$ cat config.mk
export PLATFORM = sky130hd
export DESIGN_NAME = hrs_route_sel
export DESIGN_NICKNAME = d
export VERILOG_FILES = /design/src/rtl/hrs_pkg.sv /design/src/rtl/hrs_table_ram.sv /design/src/rtl/hrs_mid_pick.sv /design/src/rtl/hrs_route_sel.sv
export SDC_FILE = /design/constraint.sdc
export NUM_CORES = 1
export LEC_CHECK = 0
export BUFFER_PORTS_ARGS = -buffer_cell sky130_fd_sc_hd__buf_4
export CAP_MARGIN = 5
export CORE_ASPECT_RATIO = 0.7
export CORE_MARGIN = 3
export CORE_UTILIZATION = 50
export CTS_BUF_LIST = sky130_fd_sc_hd__clkbuf_16
export DETAILED_ROUTE_END_ITERATION = 12
export MAX_ROUTING_LAYER = met4
export PLACE_DENSITY = 0.66
export SYNTH_ARGS = -nofsm -noshare
export SYNTH_HDL_FRONTEND = slang
export SYNTH_HIERARCHICAL = 1
export SYNTH_SLANG_ARGS = --single-unit
export TNS_END_PERCENT = 100
$ cat constraint.sdc
create_clock -name clk -period 6.8 [get_ports clk]
set_input_delay 1.7 -clock clk [delete_from_list [all_inputs] [get_ports clk]]
set_output_delay 1.7 -clock clk [all_outputs]
set_load 0.01 [all_outputs]
$ cat src/rtl/hrs_pkg.sv
package hrs_pkg;
  typedef enum logic [2:0] {
    MD_SINGLE  = 3'd0,
    MD_MULTI   = 3'd1,
    MD_IND_RR  = 3'd2,
    MD_IND_RND = 3'd3,
    MD_IND_SW  = 3'd4
  } route_mode_e;

  localparam int TBL_KIND_BIT = 0;  // 1 = inter-group table
  localparam int TBL_SET_BIT  = 1;  // 1 = transit table set
endpackage

$ cat src/rtl/hrs_table_ram.sv
module hrs_table_ram #(
  parameter int DW    = 4,
  parameter int AW    = 4,
  parameter int DEPTH = 16
) (
  input  logic                       clk,
  input  logic                       we,
  input  logic [AW-1:0]              waddr,
  input  logic [DW-1:0]              wdata,
  input  logic [$clog2(DEPTH)-1:0]   raddr,
  output logic [DW-1:0]              rdata
);
  localparam int IW = $clog2(DEPTH);

  logic [DW-1:0] mem [DEPTH];

  always_ff @(posedge clk) begin
    if (we && (32'(waddr) < DEPTH)) mem[waddr[IW-1:0]] <= wdata;
    rdata <= mem[raddr];
  end
endmodule

$ cat src/rtl/hrs_mid_pick.sv
module hrs_mid_pick #(
  parameter int          NUM_GROUPS = 8,
  parameter int          NUM_SRC    = 4,
  parameter logic [15:0] LFSR_SEED  = 16'hACE1
) (
  input  logic                        clk,
  input  logic                        rst,
  input  logic [$clog2(NUM_SRC)-1:0]  src,
  input  logic [$clog2(NUM_GROUPS)-1:0] my_grp,
  input  logic [$clog2(NUM_GROUPS)-1:0] dst_grp,
  input  logic                        adv_rr,
  input  logic                        adv_rnd,
  output logic [$clog2(NUM_GROUPS)-1:0] rr_grp,
  output logic [$clog2(NUM_GROUPS)-1:0] rnd_grp
);
  localparam int GW   = $clog2(NUM_GROUPS);
  localparam int NMID = NUM_GROUPS - 2;

  logic [GW-1:0] rr_q [NUM_SRC];
  logic [15:0]   lfsr_q;
  logic          lfsr_fb;
  logic [GW-1:0] rr_k, rnd_k;

  // map slot k onto the groups left after removing x and y
  function automatic logic [GW-1:0] skip_two(input logic [GW-1:0] k,
                                             input logic [GW-1:0] x,
                                             input logic [GW-1:0] y);
    logic [GW-1:0] lo, hi, c;
    lo = (x < y) ? x : y;
    hi = (x < y) ? y : x;
    c  = k;
    if (c >= lo) c = c + 1'b1;
    if (c >= hi) c = c + 1'b1;
    return c;
  endfunction

  assign lfsr_fb = lfsr_q[15] ^ lfsr_q[13] ^ lfsr_q[12] ^ lfsr_q[10];
  assign rr_k    = rr_q[src];
  assign rnd_k   = GW'(lfsr_q % 16'(NMID));
  assign rr_grp  = skip_two(rr_k, my_grp, dst_grp);
  assign rnd_grp = skip_two(rnd_k, my_grp, dst_grp);

  always_ff @(posedge clk) begin
    if (rst) begin
      for (int i = 0; i < NUM_SRC; i++) rr_q[i] <= '0;
      lfsr_q <= LFSR_SEED;
    end else begin
      if (adv_rr) rr_q[src] <= (rr_q[src] == GW'(NMID - 1)) ? '0 : rr_q[src] + 1'b1;
      if (adv_rnd) lfsr_q <= {lfsr_q[14:0], lfsr_fb};
    end
  end

  AST_RR_BOUND: assert property (@(posedge clk) disable iff (rst) 32'(rr_k) < NMID);
  AST_LFSR_LIVE: assert property (@(posedge clk) disable iff (rst) lfsr_q != 16'd0);
  AST_MID_EXCLUDE: assert property (@(posedge clk) disable iff (rst)
    (my_grp != dst_grp) |-> (rr_grp != my_grp && rr_grp != dst_grp &&
                             rnd_grp != my_grp && rnd_grp != dst_grp));
endmodule

$ cat src/rtl/hrs_route_sel.sv
module hrs_route_sel
  import hrs_pkg::*;
#(
  parameter int          NUM_GROUPS = 8,
  parameter int          NUM_SW     = 4,
  parameter int          NUM_PORTS  = 16,
  parameter int          NUM_SRC    = 4,
  parameter int          NUM_WAYS   = 2,
  parameter logic [15:0] LFSR_SEED  = 16'hACE1,
  localparam int GW   = $clog2(NUM_GROUPS),
  localparam int SWW  = $clog2(NUM_SW),
  localparam int PW   = $clog2(NUM_PORTS),
  localparam int SRCW = $clog2(NUM_SRC),
  localparam int IFD  = NUM_GROUPS * NUM_WAYS,
  localparam int IFW  = $clog2(IFD),
  localparam int AW   = (SWW > IFW) ? SWW : IFW
) (
  input  logic            clk,
  input  logic            rst,
  input  logic [GW-1:0]   my_grp,
  input  logic            hdr_valid,
  output logic            hdr_ready,
  input  logic            hdr_inject,
  input  logic [SRCW-1:0] hdr_src,
  input  logic [2:0]      hdr_mode,
  input  logic [GW-1:0]   hdr_dst_grp,
  input  logic [SWW-1:0]  hdr_dst_sw,
  input  logic [GW-1:0]   hdr_mid_grp,
  input  logic            hdr_visited,
  input  logic            tw_en,
  input  logic [1:0]      tw_tbl,
  input  logic [AW-1:0]   tw_addr,
  input  logic [PW-1:0]   tw_data,
  output logic            out_valid,
  output logic [PW-1:0]   out_port,
  output logic [GW-1:0]   out_mid_grp,
  output logic            out_visited
);
  logic          accept, far, detour, reached, is_rr, is_rnd;
  logic [GW-1:0] rr_grp, rnd_grp, mid_c, tgt;
  logic [IFW-1:0] way_n, inter_addr;
  logic          sel_transit, sel_local;
  logic [PW-1:0] intra_rd [2];
  logic [PW-1:0] inter_rd [2];

  assign hdr_ready = !rst && !tw_en;
  assign accept    = hdr_valid && hdr_ready;

  assign is_rr   = (hdr_mode == MD_IND_RR);
  assign is_rnd  = (hdr_mode == MD_IND_RND);
  assign far     = (hdr_dst_grp != my_grp);
  assign detour  = (is_rr || is_rnd || hdr_mode == MD_IND_SW) && !hdr_visited && far;

  always_comb begin
    mid_c = hdr_mid_grp;
    if (hdr_inject && is_rr)  mid_c = rr_grp;
    if (hdr_inject && is_rnd) mid_c = rnd_grp;
  end

  assign reached    = detour && (mid_c == my_grp);
  assign tgt        = (detour && !reached) ? mid_c : hdr_dst_grp;
  assign way_n      = (hdr_mode == MD_MULTI) ? IFW'(32'(hdr_dst_sw) % NUM_WAYS) : '0;
  assign inter_addr = IFW'(32'(tgt) * NUM_WAYS) + way_n;

  hrs_mid_pick #(
    .NUM_GROUPS (NUM_GROUPS),
    .NUM_SRC    (NUM_SRC),
    .LFSR_SEED  (LFSR_SEED)
  ) u_mid (
    .clk     (clk),
    .rst     (rst),
    .src     (hdr_src),
    .my_grp  (my_grp),
    .dst_grp (hdr_dst_grp),
    .adv_rr  (accept && hdr_inject && detour && is_rr),
    .adv_rnd (accept && hdr_inject && detour && is_rnd),
    .rr_grp  (rr_grp),
    .rnd_grp (rnd_grp)
  );

  for (genvar s = 0; s < 2; s++) begin : g_set
    hrs_table_ram #(.DW(PW), .AW(AW), .DEPTH(NUM_SW)) u_intra (
      .clk   (clk),
      .we    (tw_en && tw_tbl[TBL_SET_BIT] == 1'(s) && !tw_tbl[TBL_KIND_BIT]),
      .waddr (tw_addr),
      .wdata (tw_data),
      .raddr (hdr_dst_sw),
      .rdata (intra_rd[s])
    );
    hrs_table_ram #(.DW(PW), .AW(AW), .DEPTH(IFD)) u_inter (
      .clk   (clk),
      .we    (tw_en && tw_tbl[TBL_SET_BIT] == 1'(s) && tw_tbl[TBL_KIND_BIT]),
      .waddr (tw_addr),
      .wdata (tw_data),
      .raddr (inter_addr),
      .rdata (inter_rd[s])
    );
  end

  always_ff @(posedge clk) begin
    if (rst) begin
      out_valid   <= 1'b0;
      sel_transit <= 1'b0;
      sel_local   <= 1'b0;
      out_mid_grp <= '0;
      out_visited <= 1'b0;
    end else begin
      out_valid <= accept;
      if (accept) begin
        sel_transit <= !hdr_inject;
        sel_local   <= (tgt == my_grp);
        out_mid_grp <= detour ? mid_c : hdr_mid_grp;
        out_visited <= hdr_visited || reached;
      end
    end
  end

  assign out_port = sel_transit ? (sel_local ? intra_rd[1] : inter_rd[1])
                                : (sel_local ? intra_rd[0] : inter_rd[0]);

  AST_ONE_CYCLE: assert property (@(posedge clk) disable iff (rst)
    (hdr_valid && hdr_ready) |=> out_valid);
  AST_NO_SPURIOUS: assert property (@(posedge clk) disable iff (rst)
    !(hdr_valid && hdr_ready) |=> !out_valid);
  AST_WRITE_BLOCKS: assert property (@(posedge clk) disable iff (rst)
    tw_en |-> !hdr_ready);
  AST_LOCAL_PASS: assert property (@(posedge clk) disable iff (rst)
    (accept && hdr_dst_grp == my_grp) |=>
      (out_mid_grp == $past(hdr_mid_grp) && out_visited == $past(hdr_visited)));
  AST_VISITED_STICKY: assert property (@(posedge clk) disable iff (rst)
    (accept && hdr_visited) |=> out_visited);
endmodule

==> impl_metrics.json, run 1 <==
{
  "status": "finished, violations left",
  "violations": "negative setup slack",
  "clkTransAtPathRegs_ps": 60,
  "tritoncts": "built",
  "yosysSeqAreaShare_pct": 57.18,
  "numCtsBuffers": 21,
  "yosysWarnings": 6,
  "slew_headroom_pct": 16.51,
  "ys.flop_type": "edfxtp_1",
  "num_io_pins": 42,
  "cts_buffer_depth": 3,
  "synth_top_area_share_pct": 49.67,
  "ys_top_cells_by_count": "edfxtp_1, nor2_1, nand2_1",
  "fmax_mhz": 137.0,
  "hp-class": "register to register",
  "setup_slack_ps": -498.6,
  "fin_skew_ps": 8.360,
  "drt-pass1-iter-count": 7,
  "start_kind": "register",
  "tightest_slew_ps": 1251,
  "finalSetupViolations": 8,
  "worstSetupEndpointType": "register",
  "async_flop_share_pct": 0,
  "overflow": 0,
  "fill_cells": 1495,
  "critPathTopFamily": "simple AND/OR/NAND/NOR gates",
  "multiInputGateArea_um2": 4418,
  "avgSynthCellArea_um2": 14.01,
  "path_common_cell": "mux2_4",
  "synthTopCellsByArea": "edfxtp_1, mux4_1, dfxtp_1",
  "io_buffers": 41,
  "antenna_found_initial": 2,
  "syn_inst": 742,
  "grt_pass1_vias": 6725,
  "cp.arrival_ps": 7680,
  "fin_total_pwr_uw": 2917,
  "leakagePower_uw": 0.004556,
  "seqCellArea_um2": 5958,
  "wirelength_um": 23740,
  "die_h_um": 126.7,
  "slowest_delay_ps": 570,
  "groute.usage.overall_pct": 21.89,
  "min_period_over_period_pct": 107.3,
  "hold_violations": 0,
  "layout-drive-gt1-share_pct": 27.98,
  "required_ps": 7180,
  "synth_enable_flop_cells": 172,
  "clk_latency_ps": 500,
  "core_um2": 20120,
  "rsz0062_at_grt": "yes",
  "maxCapViolations": 0,
  "powerDensity_nw_per_um2": 234.6,
  "path_class": "register to register",
  "crit_fanout": 10,
  "syn-cell-area_um2": 10400,
  "drc": 0,
  "rows": 43,
  "diodes": 0,
  "viasPerCell": 6.063,
  "layout.nets": 911,
  "yosysTopAreaCell": "edfxtp_1",
  "cp_slowest_cell": "or4b_4",
  "die_area_um2": 22590,
  "fin_hold_ws_ps": 484.7,
  "synth.most_common_cell": "edfxtp_1",
  "chipWidth_um": 178.4,
  "grt_pass1_wl_um": 37820,
  "syn_nets": 795,
  "routedWlPerCell_um": 20.78,
  "min_period_ps": 7299,
  "routabilityCongestion": 0.9459,
  "critPathBufInv": 2,
  "yosysUniqueCellTypes": 88,
  "slew_viol_final": 0,
  "drtAntennaViolNets": 0,
  "cts_sinks": 211,
  "cts-root-buf": "clkbuf_16",
  "start_util_pct": 51.68,
  "via_count": 6924,
  "drtIter0Drc": 769,
  "dpl.hpwl_um": 16490,
  "peakVddDrop_mv": 0.1595,
  "grt_max_degree": 41,
  "htreeDepth": 1,
  "ys_seq_elements": 211,
  "area_growth_pct": 19.59
}
-- worst min-delay path, delay by kind of cell, from the launching register on --
family / cells / cell delay (ps)
AND/OR/NAND/NOR: 1 / 80
flip-flops: 1 / 310
AO/OA/AOI/OAI: 1 / 50
-- cells by family (layout without fill, tap and decap cells) --
group           Yosys count  count (layout)  synth area share (%)
simple gates            244             244                 12.93
flops                   211             211                 57.18
compound gates          114             114                 8.050
mux                      75              76                 14.50
buf+inv                  58             187                 2.864
fa+ha+maj                21              21                 2.527
xor+xnor                 19              19                 1.949
-- where the power goes --
group / internal, uW / switching [uW] / leakage (uW) / total, uW
registers: 1420 / 15.6 / 0.00188 / 1430
clock network: 676 / 478 / 0.000362 / 1150
logic: 162 / 170 / 0.00231 / 332
total: 2250 / 663 / 0.00456 / 2920
-- area by class of cell --
type	instances	share of cell area, %
well taps	270	2.717
clock inverters	16	1.217
flip-flops and latches	211	47.91
clock buffers	21	4.226
inverters	27	0.8150
repair buffers	123	7.586
multi-input cells	474	35.53
-- worst paths after layout --
kind	startpoint	endpoint	slack, ps	depth (start not counted)
worst max register to register	u_mid/lfsr_q[12]$_SDFFE_PP0P_	g_set[1].u_inter/rdata[2]$_DFF_P_	-500	32
worst min-delay path	out_visited$_SDFFE_PP0P_	out_visited$_SDFFE_PP0P_	480	2
worst max-delay path	u_mid/lfsr_q[12]$_SDFFE_PP0P_	g_set[1].u_inter/rdata[2]$_DFF_P_	-500	32
worst min register to register	out_visited$_SDFFE_PP0P_	out_visited$_SDFFE_PP0P_	480	2
-- placed cells by master (no fill, tap or decap), types with 4 or more instances in the layout --
cell / count
ha_1: 20
o21ai_1: 5
o21ai_0: 13
edfxtp_1: 172
or3_1: 6
mux2_2: 4
mux4_1: 34
buf_4: 120
nand3_1: 27
o21a_1: 4
mux4_2: 12
clkbuf_16: 21
nand3b_1: 14
mux2_4: 5
nand2_1: 43
nand2b_1: 16
xnor2_1: 9
a22oi_2: 8
a21o_1: 7
xor2_1: 4
mux2i_1: 18
dfxtp_1: 35
inv_1: 34
nor2_1: 62
and4b_1: 5
o211ai_1: 9
a21oi_1: 16
nor3_1: 14
nor2b_1: 10
-- sequential cells by signal, indices dropped and copies added (netlist names) --
| name | count |
|---|---|
| g_set.u_inter/rdata | 8 |
| g_set.u_intra/mem | 32 |
| g_set.u_inter/mem | 128 |
| g_set.u_intra/rdata | 8 |
| sel_transit | 1 |
| out_mid_grp | 3 |
| u_mid/rr_q | 12 |
| sel_local | 1 |
| u_mid/lfsr_q | 16 |
| out_valid | 1 |
| out_visited | 1 |
-- stage by stage --
step	cell area (um2)	cells	TNS (ps)	worst slack, ps	utilization (%)
floorplan	10500	742	-2440	-329.1	-
global placement	11470	1094	-2513	-368.8	57.02
detailed placement	11470	1094	-4820	-663.4	57.02
CTS	12390	1141	-3471	-475.8	61.55
global route	12440	1142	-7562	-892.0	61.80
finish	12440	1142	-3700	-498.6	61.80
-- metal layers --
metal | routed length (um) | GRT usage (%) | part of all wire (%) | vias to the layer above
li1 | - | - | - | 3141
met1 | 11250 | 34.17 | 47 | 3428
met2 | 9968 | 30.00 | 42 | 322
met3 | 2162 | 4.758 | 9.1 | 33
met4 | 351 | 3.617 | 1.5 | 0
met5 | 0 | - | 0 | -
-- timing repair --
action,in CTS,in global routing
buffers inserted,9,1
hold buffers,0,0
endpoints found under the setup margin,8,11
endpoints found under the hold margin,0,0
gates cloned,1,0
resized for setup,36,10
pin swaps,18,6
Note: power is estimated with default switching activity, not from simulation.
==> run 2, diff against run 1 <==
--- a/config.mk
+++ b/config.mk
@@ -12,3 +12,3 @@
 export CORE_UTILIZATION = 50
-export CTS_BUF_LIST = sky130_fd_sc_hd__clkbuf_16
+export CTS_BUF_LIST = sky130_fd_sc_hd__clkbuf_4
 export DETAILED_ROUTE_END_ITERATION = 12
@@ -16,2 +16,3 @@
 export PLACE_DENSITY = 0.66
+export SKIP_LAST_GASP = 1
 export SYNTH_ARGS = -nofsm -noshare
--- a/constraint.sdc
+++ b/constraint.sdc
@@ -3,2 +3,2 @@
 set_output_delay 1.7 -clock clk [all_outputs]
-set_load 0.01 [all_outputs]
+set_load 0.02 [all_outputs]
==> run 2 against run 1 <==
The run still ends with negative setup slack left. Register-to-register slack lost 20 ps. Global-route usage up 0.56 points. Critical path type unchanged. Worst hold slack better by 1.5 ps. Highest routed layer unchanged. Fmax down 0.31%. Largest power group unchanged. Clock skew grew 43 ps. Via count up 1.3%.
==> impl_metrics.json, run 2 (synthesis results as in run 1) <==
{
  "status": "finished, violations left",
  "violations": "negative setup slack",
  "crit_fanout": 10,
  "peakVddDrop_mv": 0.1533,
  "fin_area_um2": 12480,
  "worstSetupEndpointType": "register",
  "viasPerCell": 5.869,
  "fin_total_pwr_uw": 2866,
  "cp.arrival_ps": 7830,
  "hp-class": "register to register",
  "final_common_cell": "edfxtp_1",
  "critPathBufInv": 4,
  "wirelength_um": 24040,
  "path_common_cell": "mux2_4",
  "numCtsBuffers": 49,
  "htreeDepth": 2,
  "cts_sinks": 211,
  "leakagePower_uw": 0.004603,
  "final_cell_mix": "edfxtp_1, buf_4, clkbuf_4",
  "drtIter0Drc": 692,
  "drt-pass1-iter-count": 6,
  "path_class": "register to register",
  "slew_headroom_pct": 18.74,
  "powerDensity_nw_per_um2": 229.7,
  "setup_slack_ps": -521.1,
  "groute.usage.overall_pct": 22.44,
  "dpl_cell_area_um2": 11470,
  "cts_buffer_depth": 3,
  "fin_skew_ps": 51.29,
  "combPwrFrac_pct": 11.8,
  "slew_viol_final": 0,
  "grt_max_degree": 41,
  "cp_slowest_cell": "a221o_1",
  "fmax_mhz": 136.6,
  "switching_share_pct": 23.96,
  "critPathTopFamily": "compound AO/OA/AOI/OAI gates",
  "num_io_pins": 42,
  "hold_violations": 0,
  "required_ps": 7310,
  "tritoncts": "built",
  "io_buffers": 41,
  "rows": 43,
  "core_um2": 20120,
  "finalSetupViolations": 8,
  "largest_reg_flops": 128,
  "overflow": 0,
  "die_area_um2": 22590,
  "via_count": 7013,
  "maxCapViolations": 0,
  "min_period_ps": 7321,
  "clk_latency_ps": 670,
  "chipWidth_um": 178.4,
  "p_int_uw": 2179,
  "clkTransAtPathRegs_ps": 70,
  "clkPwrFrac_pct": 38.3,
  "start_kind": "register",
  "diodes": 0,
  "layout.nets": 939,
  "area_growth_pct": 20.00,
  "p_seq_share_pct": 49.9,
  "slowest_delay_ps": 410,
  "dpl.hpwl_um": 16490,
  "min_period_over_period_pct": 107.7,
  "start_util_pct": 51.68,
  "rsz0062_at_grt": "yes",
  "die_h_um": 126.7,
  "cts-root-buf": "clkbuf_4",
  "fill_cells": 1515,
  "drtAntennaViolNets": 0,
  "layout-drive-gt1-share_pct": 32.86,
  "antenna_found_initial": 2,
  "drc": 0,
  "routedWlPerCell_um": 20.12,
  "routabilityCongestion": 0.9459,
  "p_sw_uw": 686.7,
  "tightest_slew_ps": 1217,
  "grt_pass1_vias": 6968,
  "grt_pass1_wl_um": 38510
}
==> run 2: changes by cell type in the layout (fill, tap and decap cells not counted), sizes merged <==
cell,before,now
clkinvlp,0,1
bufinv,3,2
clkinv,3,8
clkbuf,21,79
inv,37,27
==> run 2: repair_timing <==
action	CTS	global route
setup buffers	9	1
resized for setup	42	10
setup endpoints to repair	8	12
pin swaps	16	7
cloned	1	0
hold buffers	0	0
==> run 2: final cells by class <==
class / instances / area [um2] / area share, %
flip-flops and latches: 211 / 5956 / 47.73
multi-input cells: 474 / 4449 / 35.66
repair buffers: 123 / 943.4 / 7.560
clock buffers: 79 / 593.1 / 4.753
well taps: 270 / 337.8 / 2.707
inverters: 27 / 101.3 / 0.8122
clock inverters: 11 / 97.59 / 0.7821
==> run 2: metrics by stage <==
step	cells	utilization (%)	hold slack, ps	setup slack [ps]	TNS [ps]
2_1_floorplan	742	-	479.7	-329.1	-2440
3_3_place_gp	1094	57.02	471.1	-368.8	-2513
3_5_place_dp	1094	57.02	473.9	-663.4	-4820
4_1_cts	1194	61.76	486.5	-495.5	-3584
5_1_grt	1195	62.01	508.1	-900.4	-7683
6_report	1195	62.01	486.2	-521.1	-3853
==> run 2: worst paths after layout <==
| path | cells after the start | end | slack, ps | start |
|---|---|---|---|---|
| worst max-delay path | 34 | g_set[1].u_inter/rdata[2]$_DFF_P_ | -520 | u_mid/lfsr_q[13]$_SDFFE_PP1P_ |
| worst min-delay path | 2 | out_visited$_SDFFE_PP0P_ | 490 | out_visited$_SDFFE_PP0P_ |
| worst max register to register | 34 | g_set[1].u_inter/rdata[2]$_DFF_P_ | -520 | u_mid/lfsr_q[13]$_SDFFE_PP1P_ |
| worst min register to register | 2 | out_visited$_SDFFE_PP0P_ | 490 | out_visited$_SDFFE_PP0P_ |
==> run 2: power by group through the flow <==
stage / combinational [uW] / clock (uW) / sequential, uW
2_1_floorplan: 190 / 0 / 1450
3_3_place_gp: 310 / 0 / 1460
3_5_place_dp: 319 / 0 / 1460
4_1_cts: 335 / 1120 / 1430
5_1_grt: 368 / 1200 / 1430
6_report: 338 / 1100 / 1430
==> run 2: worst reg2reg max path: cells and delay by family, from the launching register on <==
kind,cells,cell delay (ps)
AOI/OAI and AO/OA,14,2560
muxes,6,1630
and+or+nand+nor,7,1310
buffers and inverters,4,590
adders and majority gates,2,520
DFF,1,370
xor gates and xnor gates,1,180
==> run 2: per-layer routing <==
metal | track usage [%] | routed length [um] | vias up
li1 | - | - | 3245
met5 | - | 0 | -
met2 | 30.78 | 10030 | 342
met4 | 5.311 | 396 | 0
met3 | 5.416 | 2505 | 40
met1 | 33.95 | 11110 | 3386
